### src/rtl/prn_dma_pkg.sv
package prn_dma_pkg;
  localparam int BUS_AW  = 4;
  localparam int BUS_DW  = 16;
  localparam int LEN_W   = 16;
  localparam int NUM_CMD = 5;

  localparam logic [BUS_AW-1:0] OFF_CTRL    = 4'd0;
  localparam logic [BUS_AW-1:0] OFF_ADDR_LO = 4'd1;
  localparam logic [BUS_AW-1:0] OFF_ADDR_HI = 4'd2;
  localparam logic [BUS_AW-1:0] OFF_LEN     = 4'd3;
  localparam logic [BUS_AW-1:0] OFF_STAT    = 4'd4;
  localparam int                OFF_CMD0    = 8;

  typedef enum logic [1:0] {
    MODE_PRINTER = 2'b00,
    MODE_DISPLAY = 2'b01,
    MODE_ONESHOT = 2'b10,
    MODE_STREAM  = 2'b11
  } xfer_mode_e;

  typedef enum logic [2:0] {
    ST_IDLE, ST_FETCH, ST_SEND, ST_STRB, ST_GAP, ST_DONE
  } eng_state_e;
endpackage

### src/rtl/prn_dma_regs.sv
module prn_dma_regs
  import prn_dma_pkg::*;
#(
  parameter int WADDR_W = 29
) (
  input  logic                     clk,
  input  logic                     rst,
  input  logic                     bus_wr,
  input  logic                     bus_rd,
  input  logic [BUS_AW-1:0]        bus_addr,
  input  logic [BUS_DW-1:0]        bus_wdata,
  output logic [BUS_DW-1:0]        bus_rdata,
  input  logic                     stat_online,
  input  logic                     stat_ready,
  input  logic                     stat_end,
  output logic                     ctl_go,
  output logic [1:0]               ctl_mode,
  output logic                     ctl_print,
  output logic                     ctl_spp,
  output logic [WADDR_W-1:0]       start_widx,
  output logic [LEN_W-1:0]         len_cnt,
  output logic [NUM_CMD-1:0]       cmd_pulse
);
  localparam int HI_W = WADDR_W - 16;

  logic len_hi_next;

  always_ff @(posedge clk) begin
    if (rst) begin
      ctl_go      <= 1'b0;
      ctl_mode    <= 2'b00;
      ctl_print   <= 1'b0;
      ctl_spp     <= 1'b0;
      start_widx  <= '0;
      len_cnt     <= '0;
      len_hi_next <= 1'b0;
    end else if (bus_wr) begin
      case (bus_addr)
        OFF_CTRL: begin
          ctl_go    <= bus_wdata[0];
          ctl_mode  <= bus_wdata[2:1];
          ctl_print <= bus_wdata[3];
          ctl_spp   <= bus_wdata[4];
        end
        OFF_ADDR_LO: start_widx[15:0] <= bus_wdata;
        OFF_ADDR_HI: start_widx[WADDR_W-1:16] <= bus_wdata[HI_W-1:0];
        OFF_LEN: begin
          if (len_hi_next) len_cnt[15:8] <= bus_wdata[7:0];
          else             len_cnt[7:0]  <= bus_wdata[7:0];
          len_hi_next <= ~len_hi_next;
        end
        default: ;
      endcase
    end
  end

  always_ff @(posedge clk) begin
    if (rst) begin
      bus_rdata <= '0;
    end else if (bus_rd) begin
      case (bus_addr)
        OFF_CTRL:    bus_rdata <= {11'd0, ctl_spp, ctl_print, ctl_mode, ctl_go};
        OFF_ADDR_LO: bus_rdata <= start_widx[15:0];
        OFF_ADDR_HI: bus_rdata <= BUS_DW'(start_widx[WADDR_W-1:16]);
        OFF_LEN:     bus_rdata <= len_cnt;
        OFF_STAT:    bus_rdata <= {13'd0, stat_end, stat_ready, stat_online};
        default:     bus_rdata <= '0;
      endcase
    end
  end

  for (genvar k = 0; k < NUM_CMD; k++) begin : g_cmd
    localparam logic [BUS_AW-1:0] CMD_OFF = BUS_AW'(OFF_CMD0 + k);
    always_ff @(posedge clk) begin
      if (rst) cmd_pulse[k] <= 1'b0;
      else     cmd_pulse[k] <= bus_rd && (bus_addr == CMD_OFF);
    end
  end

  // at most one command line at a time
  assert_cmd_onehot_R4: assert property (@(posedge clk) disable iff (rst)
    $onehot0(cmd_pulse));
  // a pulse lasts one cycle unless the bus keeps reading
  assert_cmd_pulse_R4: assert property (@(posedge clk) disable iff (rst)
    ((|cmd_pulse) && !bus_rd) |=> (cmd_pulse == '0));
endmodule

### src/rtl/prn_dma_engine.sv
module prn_dma_engine
  import prn_dma_pkg::*;
#(
  parameter int WADDR_W    = 29,
  parameter int WORD_BYTES = 8,
  parameter int BLK_BYTES  = 16,
  parameter int TAIL_BLKS  = 4
) (
  input  logic                      clk,
  input  logic                      rst,
  input  logic                      go,
  input  logic [1:0]                mode,
  input  logic [WADDR_W-1:0]        start_widx,
  input  logic [LEN_W-1:0]          len_cnt,
  input  logic                      online,
  input  logic                      ready,
  output logic                      mem_req,
  output logic [WADDR_W-1:0]        mem_addr,
  input  logic                      mem_ack,
  input  logic [8*WORD_BYTES-1:0]   mem_data,
  output logic [7:0]                prn_data,
  output logic                      prn_strobe,
  output logic                      xfer_end
);
  localparam int LANE_W = $clog2(WORD_BYTES);
  localparam int BIB_W  = $clog2(BLK_BYTES);
  localparam int TAIL_W = $clog2(TAIL_BLKS);
  localparam logic [LANE_W-1:0] LANE_MAX = LANE_W'(WORD_BYTES - 1);
  localparam logic [BIB_W-1:0]  BIB_MAX  = BIB_W'(BLK_BYTES - 1);
  localparam logic [TAIL_W-1:0] TAIL_MAX = TAIL_W'(TAIL_BLKS - 1);

  eng_state_e state, state_d;
  logic [8*WORD_BYTES-1:0] word_q;
  logic [LANE_W-1:0]       lane;
  logic [BIB_W-1:0]        bib;
  logic [LEN_W-1:0]        blk_left;
  logic [TAIL_W-1:0]       tail;
  logic                    oneshot_q;
  logic                    busy, last_blk_byte, final_byte, mode_moves;

  assign busy          = (state == ST_FETCH) || (state == ST_SEND) ||
                         (state == ST_STRB)  || (state == ST_GAP);
  assign last_blk_byte = (bib == BIB_MAX);
  assign final_byte    = last_blk_byte && (blk_left == '0) && (tail == TAIL_MAX);
  assign mode_moves    = (xfer_mode_e'(mode) == MODE_ONESHOT) ||
                         (xfer_mode_e'(mode) == MODE_STREAM);

  always_comb begin
    state_d = state;
    case (state)
      ST_IDLE:  if (go) state_d = (mode_moves && online) ? ST_FETCH : ST_DONE;
      ST_FETCH: if (mem_ack) state_d = ST_SEND;
      ST_SEND:  if (ready) state_d = ST_STRB;
      ST_STRB:  state_d = ST_GAP;
      ST_GAP: begin
        if (oneshot_q || final_byte) state_d = ST_DONE;
        else if (lane == LANE_MAX)   state_d = ST_FETCH;
        else                         state_d = ST_SEND;
      end
      ST_DONE:  if (!go) state_d = ST_IDLE;
      default:  state_d = ST_IDLE;
    endcase
    if (busy) begin
      if (!go)          state_d = ST_IDLE;
      else if (!online) state_d = ST_DONE;
    end
  end

  always_ff @(posedge clk) begin
    if (rst) begin
      state      <= ST_IDLE;
      mem_req    <= 1'b0;
      prn_strobe <= 1'b0;
      xfer_end   <= 1'b0;
      prn_data   <= '0;
      word_q     <= '0;
      mem_addr   <= '0;
      lane       <= '0;
      bib        <= '0;
      blk_left   <= '0;
      tail       <= '0;
      oneshot_q  <= 1'b0;
    end else begin
      state      <= state_d;
      mem_req    <= (state_d == ST_FETCH);
      prn_strobe <= (state_d == ST_STRB);
      xfer_end   <= (state_d == ST_DONE);
      if (state == ST_IDLE && state_d == ST_FETCH) begin
        mem_addr  <= start_widx;
        blk_left  <= len_cnt;
        tail      <= '0;
        lane      <= '0;
        bib       <= '0;
        oneshot_q <= (xfer_mode_e'(mode) == MODE_ONESHOT);
      end
      if (state == ST_FETCH && state_d == ST_SEND) word_q <= mem_data;
      if (state == ST_SEND && state_d == ST_STRB) prn_data <= word_q[{lane, 3'b000} +: 8];
      if (state == ST_GAP && (state_d == ST_SEND || state_d == ST_FETCH)) begin
        lane <= lane + 1'b1;
        bib  <= bib + 1'b1;
        if (last_blk_byte) begin
          if (blk_left != '0) blk_left <= blk_left - 1'b1;
          else                tail     <= tail + 1'b1;
        end
        if (lane == LANE_MAX) mem_addr <= mem_addr + 1'b1;
      end
    end
  end

  // single-cycle strobe, data held, strobe only after ready
  assert_strobe_pulse_R7: assert property (@(posedge clk) disable iff (rst)
    prn_strobe |=> !prn_strobe);
  assert_data_hold_R7: assert property (@(posedge clk) disable iff (rst)
    prn_strobe |=> $stable(prn_data));
  assert_strobe_ready_R7: assert property (@(posedge clk) disable iff (rst)
    $rose(prn_strobe) |-> $past(ready));
  // request held until acknowledged
  assert_req_held_R11: assert property (@(posedge clk) disable iff (rst)
    (mem_req && !mem_ack && online && go) |=> mem_req);
  // offline during a transfer ends it
  assert_offline_abort_R9: assert property (@(posedge clk) disable iff (rst)
    (busy && go && !online) |=> (state == ST_DONE));
  // nothing moves once the transfer has ended
  assert_done_quiet_R10: assert property (@(posedge clk) disable iff (rst)
    xfer_end |-> (!mem_req && !prn_strobe));
  // ended status holds while go stays set
  assert_end_hold_R8: assert property (@(posedge clk) disable iff (rst)
    (xfer_end && go) |=> xfer_end);
endmodule

### src/rtl/prn_dma_top.sv
module prn_dma_top
  import prn_dma_pkg::*;
#(
  parameter int WADDR_W    = 29,
  parameter int WORD_BYTES = 8
) (
  input  logic                    clk,
  input  logic                    rst,
  input  logic                    bus_wr,
  input  logic                    bus_rd,
  input  logic [3:0]              bus_addr,
  input  logic [15:0]             bus_wdata,
  output logic [15:0]             bus_rdata,
  output logic                    mem_req,
  output logic [WADDR_W-1:0]      mem_addr,
  input  logic                    mem_ack,
  input  logic [8*WORD_BYTES-1:0] mem_data,
  output logic [7:0]              prn_data,
  output logic                    prn_strobe,
  input  logic                    prn_ready,
  input  logic                    prn_online,
  output logic [4:0]              prn_cmd,
  output logic                    prn_print_sel,
  output logic                    prn_spp
);
  logic               go, xfer_end;
  logic [1:0]         mode;
  logic [WADDR_W-1:0] start_widx;
  logic [LEN_W-1:0]   len_cnt;

  prn_dma_regs #(.WADDR_W(WADDR_W)) u_regs (
    .clk(clk), .rst(rst), .bus_wr(bus_wr), .bus_rd(bus_rd),
    .bus_addr(bus_addr), .bus_wdata(bus_wdata), .bus_rdata(bus_rdata),
    .stat_online(prn_online), .stat_ready(prn_ready), .stat_end(xfer_end),
    .ctl_go(go), .ctl_mode(mode), .ctl_print(prn_print_sel), .ctl_spp(prn_spp),
    .start_widx(start_widx), .len_cnt(len_cnt), .cmd_pulse(prn_cmd)
  );

  prn_dma_engine #(.WADDR_W(WADDR_W), .WORD_BYTES(WORD_BYTES)) u_engine (
    .clk(clk), .rst(rst), .go(go), .mode(mode), .start_widx(start_widx),
    .len_cnt(len_cnt), .online(prn_online), .ready(prn_ready),
    .mem_req(mem_req), .mem_addr(mem_addr), .mem_ack(mem_ack), .mem_data(mem_data),
    .prn_data(prn_data), .prn_strobe(prn_strobe), .xfer_end(xfer_end)
  );
endmodule

### config.mk
export PLATFORM = sky130hd
export DESIGN_NAME = prn_dma_top
export DESIGN_NICKNAME = d
export VERILOG_FILES = /design/src/rtl/prn_dma_pkg.sv /design/src/rtl/prn_dma_regs.sv /design/src/rtl/prn_dma_engine.sv /design/src/rtl/prn_dma_top.sv
export SDC_FILE = /design/constraint.sdc
export NUM_CORES = 1
export LEC_CHECK = 0
export CORE_MARGIN = 2
export CORE_UTILIZATION = 50
export DETAILED_ROUTE_END_ITERATION = 16
export DONT_BUFFER_PORTS = 1
export GPL_TIMING_DRIVEN = 0
export PLACE_DENSITY = 0.64
export SLEW_MARGIN = 25
export SYNTH_ARGS = -nofsm -noshare
export SYNTH_HDL_FRONTEND = slang
export SYNTH_SLANG_ARGS = --single-unit
### constraint.sdc
create_clock -name clk -period 4.45 [get_ports clk]
set_input_delay 0.89 -clock clk [delete_from_list [all_inputs] [get_ports clk]]
set_output_delay 0.89 -clock clk [all_outputs]
set_load 0.02 [all_outputs]
==> metrics.cfg, run 1 <==
[run_status]
status = finished, final reports clean

[cells_and_area]
utilization_pct = 57.47
antennaDiodeCount = 0
layout.nets = 1255
area.growth.synth_to_final_pct = 11.76
drive_above_1_share_pct = 7.411
stdcell_area_um2 = 10430

[sta]
tightestPinTransition_ns = 0.9084
relSlewSlack_pct = 39.44
finalCriticalPeriod_ns = 4.269
rsz0062_at_grt = false
finClkSkew_ns = 0.01448
timing.final.ws_setup_ns = 0.1814
setup_violations = 0
finalMaxSlewViolations = 0
fin_crit_sh_pct = 95.92
whs_ns = 0.4526
fmax_mhz = 234.3
hold_viol = 0

[die]
dieWidth_um = 140.6
start_util_pct = 51.42
ios = 153
dieHeight_um = 140.6
core_um2 = 18150
die-area_um2 = 19770
rows = 49

[setup_path]
critPathRequiredTime_ns = 4.87
r2r_cells = 9
r2r_start = u_engine.blk_left[6]
timing.rr.end = u_engine.blk_left[4]
path_max_fanout = 10
cp.arrival_ns = 4.68
start_kind = flip-flop
ff2ff_setup_slack_ns = 0.18
crit_type = flip-flop to flip-flop
cp-end-kind = flip-flop

[synthesis]
ys.warnings.count = 0
synth-seq-area-share_pct = 43.98
synth_edf_count = 0
ys_seq_elements = 205
synth_ff_type = dfxtp_1
synth-adder-area-share_pct = 0.9386
synth_top_family_by_area = simple AND/OR/NAND/NOR gates
synth-simple-area-share_pct = 23.76
synth_xor_area_share_pct = 0.5632
synth_compound_area_share_pct = 18.28
avgSynthCellArea_um2 = 8.258
syn-num-nets = 1228
ys_async_sr_fraction_pct = 0
synth.area.mux_share_pct = 9.010
synthCells = 1130
ys_types = 61
syn_area_um2 = 9331

[global_routing]
grt_pass1_vias = 8042
grt_pass1_wl_um = 44950
antenna_found_initial = 0
grt.total_usage_pct = 28.94
grt_max_degree = 14
grt_overflow_total = 0

[worst_hold_path]
worst_hold_path_type = flip-flop to flip-flop
hold_depth = 2
min_to = u_engine.word_q[25]
worstHoldStart = u_engine.word_q[25]

[cts]
clock_sinks = 205
cts_tree = yes
clk_latency_ns = 0.51
cts_root_buf = clkbuf_16
clock_path_buffers = 3
clkTransAtPathRegs_ns = 0.06
hold_buffers = 0
cts_max_level = 1
cts_made_buffers = 23

[route]
vias = 8389
wl_um = 29070
dr.pass1.iters = 5
drtIter0Drc = 517
via_per_inst = 5.979
drc = 0
drt-wirelength-per-cell_um = 20.72
drtAntennaViolNets = 0

[power]
irDropWorstVdd_mv = 0.3310
finalPower_w = 0.003893
p_leak_nw = 3.370
p_per_area_nw_per_um2 = 373.3

[place]
pre_cts_ws_ns = 0.2283
io_buffers = 0
dp_hpwl_um = 21790
postPlaceCellArea_um2 = 9641
gp_congestion = 0.9342

[flow_run]
cap_violations = 0

[worst max-delay path by stage]
stage                               from                    end  cells after the start
global route        u_engine.blk_left[6]   u_engine.blk_left[4]                      9
CTS                 u_engine.blk_left[6]  u_engine.blk_left[12]                      8
detailed placement  u_engine.blk_left[6]  u_engine.blk_left[12]                      8
finish              u_engine.blk_left[6]   u_engine.blk_left[4]                      9
floorplan           u_engine.blk_left[6]  u_engine.blk_left[15]                     10
global placement        u_engine.lane[0]  u_engine.blk_left[12]                     11
[worst max-delay path, stage by stage, from the launching register on]
cell,delay (ns)
dfxtp_1,0.34
or4_4,0.59
or4_4,0.55
o31ai_2,0.70
and2_1,0.29
and3_1,0.28
clkbuf_1,0.48
buf_1,0.54
nand2_1,0.20
a31oi_1,0.21
[kinds of logic (layout without fill, tap and decap cells)]
group,after synthesis,in the layout
flops,205,205
xor+xnor,6,6
simple gates,487,487
buf+inv,86,130
fa+ha+maj,7,7
compound gates,279,279
mux,60,60
[what timing repair did]
action | CTS | global route
buffers inserted | 0 | 0
endpoints found under the setup margin | 0 | 2
gates resized for setup | 0 | 1
[sequential cells by signal, indices dropped and copies added (netlist names), 4 cells and up]
register / count
u_engine.bib: 4
u_regs.len_cnt: 16
u_regs.start_widx: 29
u_regs.cmd_pulse: 5
u_regs.bus_rdata: 16
u_engine.prn_data: 8
u_engine.word_q: 64
u_engine.mem_addr: 29
u_engine.blk_left: 16
[power breakdown]
group	switching, W	internal [W]	total [W]
clock network	0.000761	0.00117	0.00193
registers	0.0000115	0.00184	0.00185
logic	0.0000813	0.0000274	0.000109
total	0.000854	0.00304	0.00389
[layer usage]
layer | up-vias | track usage, % | wire length (um)
met5 | - | 0 | 0
met4 | 0 | 9.789 | 931
met3 | 61 | 8.424 | 2797
met2 | 334 | 48.40 | 13570
met1 | 3905 | 36.00 | 11780
li1 | 4089 | - | -
[cells in the final DEF, fill, tap and decap left out, types with 15 or more instances in the layout]
cell type	n
mux2i_1	30
dfxtp_1	205
mux4_2	18
a21oi_1	155
nand2_1	247
o21ai_0	17
nor2_1	79
nor3_1	19
clkbuf_16	23
nand3_1	36
a31oi_1	19
clkbuf_1	73
or3_1	15
[synth_stat cells (8+ instances only)]
cell      instances  area share (%)
nand2_1         247             9.9
dfxtp_1         205              44
a21oi_1         155             8.3
nor2_1           79             3.2
clkbuf_1         69             2.8
nand3_1          36             1.9
mux2i_1          30             3.2
a31oi_1          19             1.3
nor3_1           19             1.0
mux4_2           18             4.3
o21ai_0          17            0.91
or3_1            15             1.0
a211oi_1         13             1.0
mux2_2           12             1.4
and3_1           11            0.74
nand2b_1         11            0.74
nor2b_1          11            0.74
inv_1             9            0.36
nor4_1            9            0.60
a22o_1            8            0.75
a22oi_1           8            0.64
and2_1            8            0.54
nand3b_1          8            0.64
o211ai_1          8            0.64
or2_2             8            0.54
[layout make-up]
cell class | count | area, um^2
fill | 1740 | 7719
timing repair buffer | 2 | 10.01
multi-input combinational | 839 | 4927
buffer | 76 | 286.5
sequential | 205 | 4104
tap | 229 | 286.5
clock inverter | 9 | 103.9
clock buffer | 33 | 673.1
inverter | 10 | 37.54
[through the flow]
stage,std cells,setup TNS [ns]
CTS,1403,0
floorplan,1130,0
detailed placement,1361,0
finish,1403,0
global placement,1359,-0.07813
global route,1403,0
Power figures use the tool's default switching activity.
==> inputs of run 2 (changes only) <==
ABC_AREA = 1   (was not set)
==> run 2 against run 1 <==
Flip-flop and latch count unchanged; total power down 3.1%; non-clock buffer count down 3; sequential power about the same; hold slack worse by 0.0077 ns; global-route usage down 1.2 points; critical endpoint is now u_engine.mem_addr[28].
==> metrics.cfg, run 2 <==
[setup_path]
critPathMaxStageDelay_ns = 0.52  ; -0.18 ns
critical-path-top-delay-family = simple AND/OR/NAND/NOR gates
slowest_stage = dfxtp_1
crit_path_cell_trace = ha_1 -> nand3_1 -> inv_1 -> nand2_1 -> nor4_1 -> nand3_1 -> nor3_1 -> xor2_1 -> o21ai_1 -> nor2_1
crit_type = flip-flop to flip-flop
path_max_fanout = 5  ; -5
crit_path_end = u_engine.mem_addr[28]
cp.depth = 10  ; +1
worst-path-buf-inv = 1  ; -1
r2r_start = u_engine.mem_addr[0]
cp-end-kind = flip-flop
critPathRequiredTime_ns = 4.89  ; +0.02 ns
cpMostUsedCell = nand3_1
cp.arrival_ns = 3.20  ; -1.48 ns
ff2ff_setup_slack_ns = 1.69  ; +1.51 ns
timing.rr.end = u_engine.mem_addr[28]
r2r_cells = 10  ; +1
crit_path_start = u_engine.mem_addr[0]
start_kind = flip-flop

[place]
pre_cts_ws_ns = 1.800  ; +1.572 ns
io_buffers = 0  ; unchanged
gp_congestion = 0.9748  ; +4.3%
dp_hpwl_um = 21900  ; +0.49%
postPlaceCellArea_um2 = 9905  ; +2.7%

[sta]
relSlewSlack_pct = 53.97  ; +15 points
timing.final.ws_setup_ns = 1.687  ; +1.505 ns
hold_viol = 0  ; unchanged
finClkSkew_ns = 0.006412  ; -0.008067 ns
fin_crit_sh_pct = 62.10  ; -34 points
finalMaxSlewViolations = 0  ; unchanged
tightestPinTransition_ns = 0.6904  ; -0.2180 ns
setup_violations = 0  ; unchanged
setup_tns_ns = 0  ; unchanged
fmax_mhz = 361.9  ; +54%
finalCriticalPeriod_ns = 2.763  ; -1.505 ns
rsz0062_at_grt = false

[cells_and_area]
final_cell_mix = nand2_1, dfxtp_1, nor2_1
drive_above_1_share_pct = 6.254  ; -1.2 points
reg.largest.list = u_engine.word_q (64), u_engine.mem_addr (29), u_regs.start_widx (29)
top_register = u_engine.word_q
layout.nets = 1492  ; +19%
largest_reg_flops = 64  ; unchanged
seqCellArea_um2 = 4104  ; unchanged
multiInputGateArea_um2 = 4591  ; -6.8%
utilization_pct = 56.50  ; -0.97 points
stdcell_area_um2 = 10600  ; +1.7%
fillers = 1866  ; +7.2%
layout_commonest_cell = nand2_1
area.growth.synth_to_final_pct = 10.32

[synthesis]
ys.warnings.count = 0  ; unchanged
yosysMostFrequentCell = nand2_1
synth_common_cells = nand2_1, dfxtp_1, nor2_1, a21oi_1, o21ai_0
synth_top_area_share_pct = 42.70  ; -1.3 points
synth_area_leaders = dfxtp_1, nand2_1, a21oi_1, o21ai_0, nor2_1
ys_types = 44  ; -28%
syn-num-nets = 1467  ; +19%
synth-seq-area-share_pct = 42.70  ; -1.3 points
synthCells = 1369  ; +21%
ys_seq_elements = 205  ; unchanged
syn_area_um2 = 9612  ; +3.0%
avgSynthCellArea_um2 = 7.021  ; -15%
synth_ff_type = dfxtp_1
yosys.area.top_type = dfxtp_1
ys_async_sr_fraction_pct = 0  ; unchanged
synth_edf_count = 0  ; unchanged

[die]
dieHeight_um = 142.7  ; +1.5%
core_um2 = 18770  ; +3.4%
dieWidth_um = 142.7  ; +1.5%
die-area_um2 = 20350  ; +2.9%
start_util_pct = 51.21  ; -0.21 points
ios = 153  ; unchanged
rows = 50  ; +2.0%

[global_routing]
grt_pass1_vias = 8405  ; +4.5%
grt_overflow_total = 0  ; unchanged
grt_max_degree = 13  ; -1
antenna_found_initial = 1  ; +1
grt.total_usage_pct = 27.76  ; -1.2 points
grt_pass1_wl_um = 44580  ; -0.83%

[route]
drtIter0Drc = 672  ; +30%
vias = 8983  ; +7.1%
via_per_inst = 5.467  ; -8.6%
drtAntennaViolNets = 0  ; unchanged
drt-wirelength-per-cell_um = 17.35  ; -16%
drc = 0  ; unchanged
wl_um = 28510  ; -1.9%
dr.pass1.iters = 6  ; +1

[run_status]
status = finished, final reports clean

[cts]
cts_root_buf = clkbuf_16
post_cts_buffers = 0  ; unchanged
cts_made_buffers = 23  ; unchanged
hold_buffers = 0  ; unchanged
clk_latency_ns = 0.50  ; about the same
clkTransAtPathRegs_ns = 0.06  ; about the same
cts_resized = 0  ; unchanged
clock_sinks = 205  ; unchanged
clock_path_buffers = 3  ; unchanged
cts_max_level = 1  ; unchanged
cts_tree = yes

[flow_run]
cap_violations = 0  ; unchanged

[power]
finalPower_w = 0.003772  ; -3.1%
irDropWorstVdd_mv = 0.2452  ; -26%
p_per_area_nw_per_um2 = 355.7  ; -4.7%
p_leak_nw = 4.022  ; +19%

[worst_hold_path]
worst_hold_path_type = flip-flop to flip-flop

==> run 2: cell types whose count changed in the layout (fill, tap and decap cells not counted), sizes merged, moves of 12 or more <==
cell,delta
inv,+146
o21ai,+159
mux2,-12
a31oi,-16
mux4,-18
xor2,+17
or3,-15
clkbuf,-17
nand3,+26
mux2i,-30
buf,+17
nor2,+91
==> run 2: logic make-up after synthesis <==
group,synth area share (%)
AND/OR/NAND/NOR,22.77
AO/OA/AOI/OAI,21.17
buffers and inverters,9.542
flip-flops,42.70
XOR/XNOR,2.916
adder cells (fa/ha/maj),0.9112
==> run 2: worst min-delay path, cell delays in order (launching register included) <==
cell     delay [ns]
dfxtp_1        0.31
inv_1          0.05
a21oi_1        0.05
==> run 2: report_power, final <==
part,internal (W),switching (W)
clock network,0.00104,0.000737
registers,0.00185,0.0000118
logic,0.0000334,0.0000982
total,0.00292,0.000847
==> run 2: through the flow <==
stage               hold slack, ns  std cells
floorplan                   0.4237       1369
global route                0.4591       1641
detailed placement          0.4379       1603
CTS                         0.4470       1641
finish                      0.4449       1643
global placement            0.4347       1603
==> run 2: worst min path at each step <==
stage | slack [ns] | depth (start not counted) | end | start
floorplan | 0.42 | 2 | u_engine.word_q[12] | u_engine.word_q[12]
global placement | 0.43 | 2 | u_engine.word_q[48] | u_engine.word_q[48]
detailed placement | 0.44 | 2 | u_engine.word_q[18] | u_engine.word_q[18]
CTS | 0.45 | 2 | u_engine.word_q[42] | u_engine.word_q[42]
global route | 0.46 | 1 | u_engine.state[2] | rst
finish | 0.44 | 2 | u_engine.word_q[40] | u_engine.word_q[40]
==> run 2: metal layers <==
layer  vias to the layer above  global-route usage (%)  routed length [um]
met5                         -                       0                   0
met4                         0                   12.35                1273
met3                        77                   6.372                2107
met2                       292                   46.33               13070
met1                      4061                   34.29               12060
li1                       4553                       -                   -
==> run 2: cell type report <==
type	instances	share of cell area, %
Inverter	158	5.593
Buffer	75	3.056
Tap cell	234	2.761
Clock buffer	36	6.454
Antenna cell	2	0.04720
Multi-Input combinational cell	931	43.29
Clock inverter	2	0.09440
Sequential cell	205	38.70
==> inputs of run 3 (changes only) <==
PLACE_DENSITY = 0.67   (was 0.64)
clock period = 2.4 ns   (was 4.45 ns; I/O delays follow)
==> run 3 against run 2 <==
Sequential share of layout area down 1.6 points; routed wire length up 5.8%; utilization up 2.6 points; highest routed layer is now met5.
==> metrics.cfg, run 3 (synthesized netlist as in run 2, its figures left out) <==
[cells_and_area]
layout_commonest_cell = nand2_1
fillers = 1820  ; -2.5%
largest_reg_flops = 64  ; unchanged
top_register = u_engine.word_q
reg.largest.list = u_engine.word_q (64), u_engine.mem_addr (29), u_regs.start_widx (29)
drive_above_1_share_pct = 10.83  ; +4.6 points
layout.nets = 1506  ; +0.94%
area.growth.synth_to_final_pct = 15.43
final_cell_mix = nand2_1, dfxtp_1, a21oi_1

[cts]
cts_root_buf = clkbuf_16
cts_tree = yes
cts_made_buffers = 23  ; unchanged
clock_sinks = 205  ; unchanged
clkTransAtPathRegs_ns = 0.06  ; about the same
clock_path_buffers = 3  ; unchanged
clk_latency_ns = 0.52  ; +0.02 ns
hold_buffers = 0  ; unchanged
cts_max_level = 1  ; unchanged

[die]
start_util_pct = 51.21  ; unchanged
core_um2 = 18770  ; unchanged
die-area_um2 = 20350  ; unchanged
dieWidth_um = 142.7  ; unchanged
rows = 50  ; unchanged
ios = 153  ; unchanged
dieHeight_um = 142.7  ; unchanged

[sta]
hold_viol = 0  ; unchanged
tightestPinTransition_ns = 0.6629  ; -0.02747 ns
setup_tns_ns = 0  ; unchanged
rsz0062_at_grt = true
finalCriticalPeriod_ns = 2.323  ; -0.4404 ns
relSlewSlack_pct = 55.80  ; +1.8 points
finClkSkew_ns = 0.01909  ; +0.01268 ns
fin_crit_sh_pct = 96.79  ; +35 points
fmax_mhz = 430.5  ; +19%
timing.final.ws_setup_ns = 0.07705  ; -1.610 ns
setup_violations = 0  ; unchanged
finalMaxSlewViolations = 0  ; unchanged

[route]
dr.pass1.iters = 7  ; +1
wl_um = 30160  ; +5.8%
via_per_inst = 5.601  ; +2.4%
drtIter0Drc = 694  ; +3.3%
drtAntennaViolNets = 0  ; unchanged
drt-wirelength-per-cell_um = 18.18  ; +4.8%
drc = 0  ; unchanged
vias = 9292  ; +3.4%

[setup_path]
timing.rr.end = u_engine.mem_addr[26]
critical-path-top-delay-family = simple AND/OR/NAND/NOR gates
slowest_stage = dfxtp_2
cp.depth = 13  ; +3
r2r_start = u_engine.mem_addr[1]
critPathMaxStageDelay_ns = 0.42  ; -0.10 ns
crit_type = flip-flop to flip-flop
r2r_cells = 13  ; +3
ff2ff_setup_slack_ns = 0.08  ; -1.61 ns
worst-path-buf-inv = 1  ; unchanged
crit_path_cell_trace = ha_1 -> nand3_1 -> nor2_4 -> inv_2 -> nor4_4 -> nand3_1 -> nor2_1 -> nand3_1 -> nor2_2 -> nand2_1 -> xnor2_1 -> nor2_1 -> nor2_1
cp-end-kind = flip-flop
start_kind = flip-flop
critPathRequiredTime_ns = 2.80  ; -2.09 ns
path_max_fanout = 4  ; -1
cp.arrival_ns = 2.73  ; -0.47 ns

[flow_run]
cap_violations = 0  ; unchanged

[global_routing]
grt_max_degree = 14  ; +1
grt_pass1_wl_um = 45510  ; +2.1%
grt_overflow_total = 0  ; unchanged
antenna_found_initial = 3  ; +2
grt_pass1_vias = 8346  ; -0.70%
grt.total_usage_pct = 28.58  ; +0.81 points

[worst_hold_path]
worst_hold_path_type = primary input to flip-flop
hold_depth = 1  ; -1
min_to = u_engine.state[2]
worstHoldStart = rst

[place]
io_buffers = 0  ; unchanged
pre_cts_ws_ns = -0.2284  ; -2.029 ns
dp_hpwl_um = 22210  ; +1.4%
gp_congestion = 0.9420  ; -3.4%

[power]
p_leak_nw = 4.245  ; +5.5%
irDropWorstVdd_mv = 0.5121  ; +110%
p_per_area_nw_per_um2 = 658.9  ; +85%

[run_status]
status = finished, final reports clean

==> run 3: final cells by class <==
class                           count  area (um^2)  area share [%]
Multi-Input combinational cell    932         4801           43.27
Clock buffer                       28        624.3           5.628
Clock inverter                     11        137.6           1.241
Antenna cell                        3        7.507         0.06767
Buffer                             75        392.9           3.541
Timing Repair Buffer               13        118.9           1.071
Inverter                          158        598.1           5.391
Sequential cell                   205         4121           37.15
Tap cell                          234        292.8           2.639
==> run 3: how the worst max path moves through the flow <==
stage,start,slack (ns),to
floorplan,u_engine.mem_addr[0],0.22,u_engine.mem_addr[26]
global placement,u_engine.blk_left[0],-0.23,u_engine.mem_addr[26]
detailed placement,u_engine.mem_addr[0],-0.23,u_engine.mem_addr[28]
CTS,u_engine.mem_addr[6],0.01,u_engine.mem_addr[27]
global route,u_engine.mem_addr[2],-0.14,u_engine.mem_addr[27]
finish,u_engine.mem_addr[1],0.08,u_engine.mem_addr[26]
==> run 3: timing repair <==
action | CTS | global route
gates cloned | 0 | 2
pin swaps | 0 | 10
gates resized for setup | 17 | 85
setup buffers | 1 | 11
endpoints found under the setup margin | 90 | 118
==> run 3: metrics by stage <==
stage | cell area, um^2 | hold WS (ns) | util [%] | power [W] | instances
after floorplan | 9612 | 0.4237 | - | 0.003686 | 1369
after global placement | 9905 | 0.4341 | 52.77 | 0.003764 | 1603
after detailed placement | 9905 | 0.4381 | 52.77 | 0.003766 | 1603
after CTS | 10730 | 0.02384 | 57.18 | 0.007335 | 1643
after global routing | 11090 | 0.03225 | 59.07 | 0.007505 | 1656
final | 11090 | 0.03042 | 59.11 | 0.007310 | 1659
==> run 3: worst reg2reg max path, delay by kind of cell, from the launching register on <==
kind                       cells  cell delay [ns]
DFF                            1             0.42
buffers and inverters          1             0.06
xor gates and xnor gates       1             0.12
and+or+nand+nor               10             1.40
adders and majority gates      1             0.22
==> run 3: metal layers <==
metal  wire length (um)  track usage (%)  up-vias
met3               2386            7.210       79
met4               1326            11.67        2
met1              12410            35.29     4272
met2              14030            47.72      342
met5                 13                0        -
li1                   -                -     4597
==> run 3: report_power, final <==
group	switching, W	internal (W)
clock	0.00143	0.00217
sequential	0.0000226	0.00342
combinational	0.000194	0.0000704
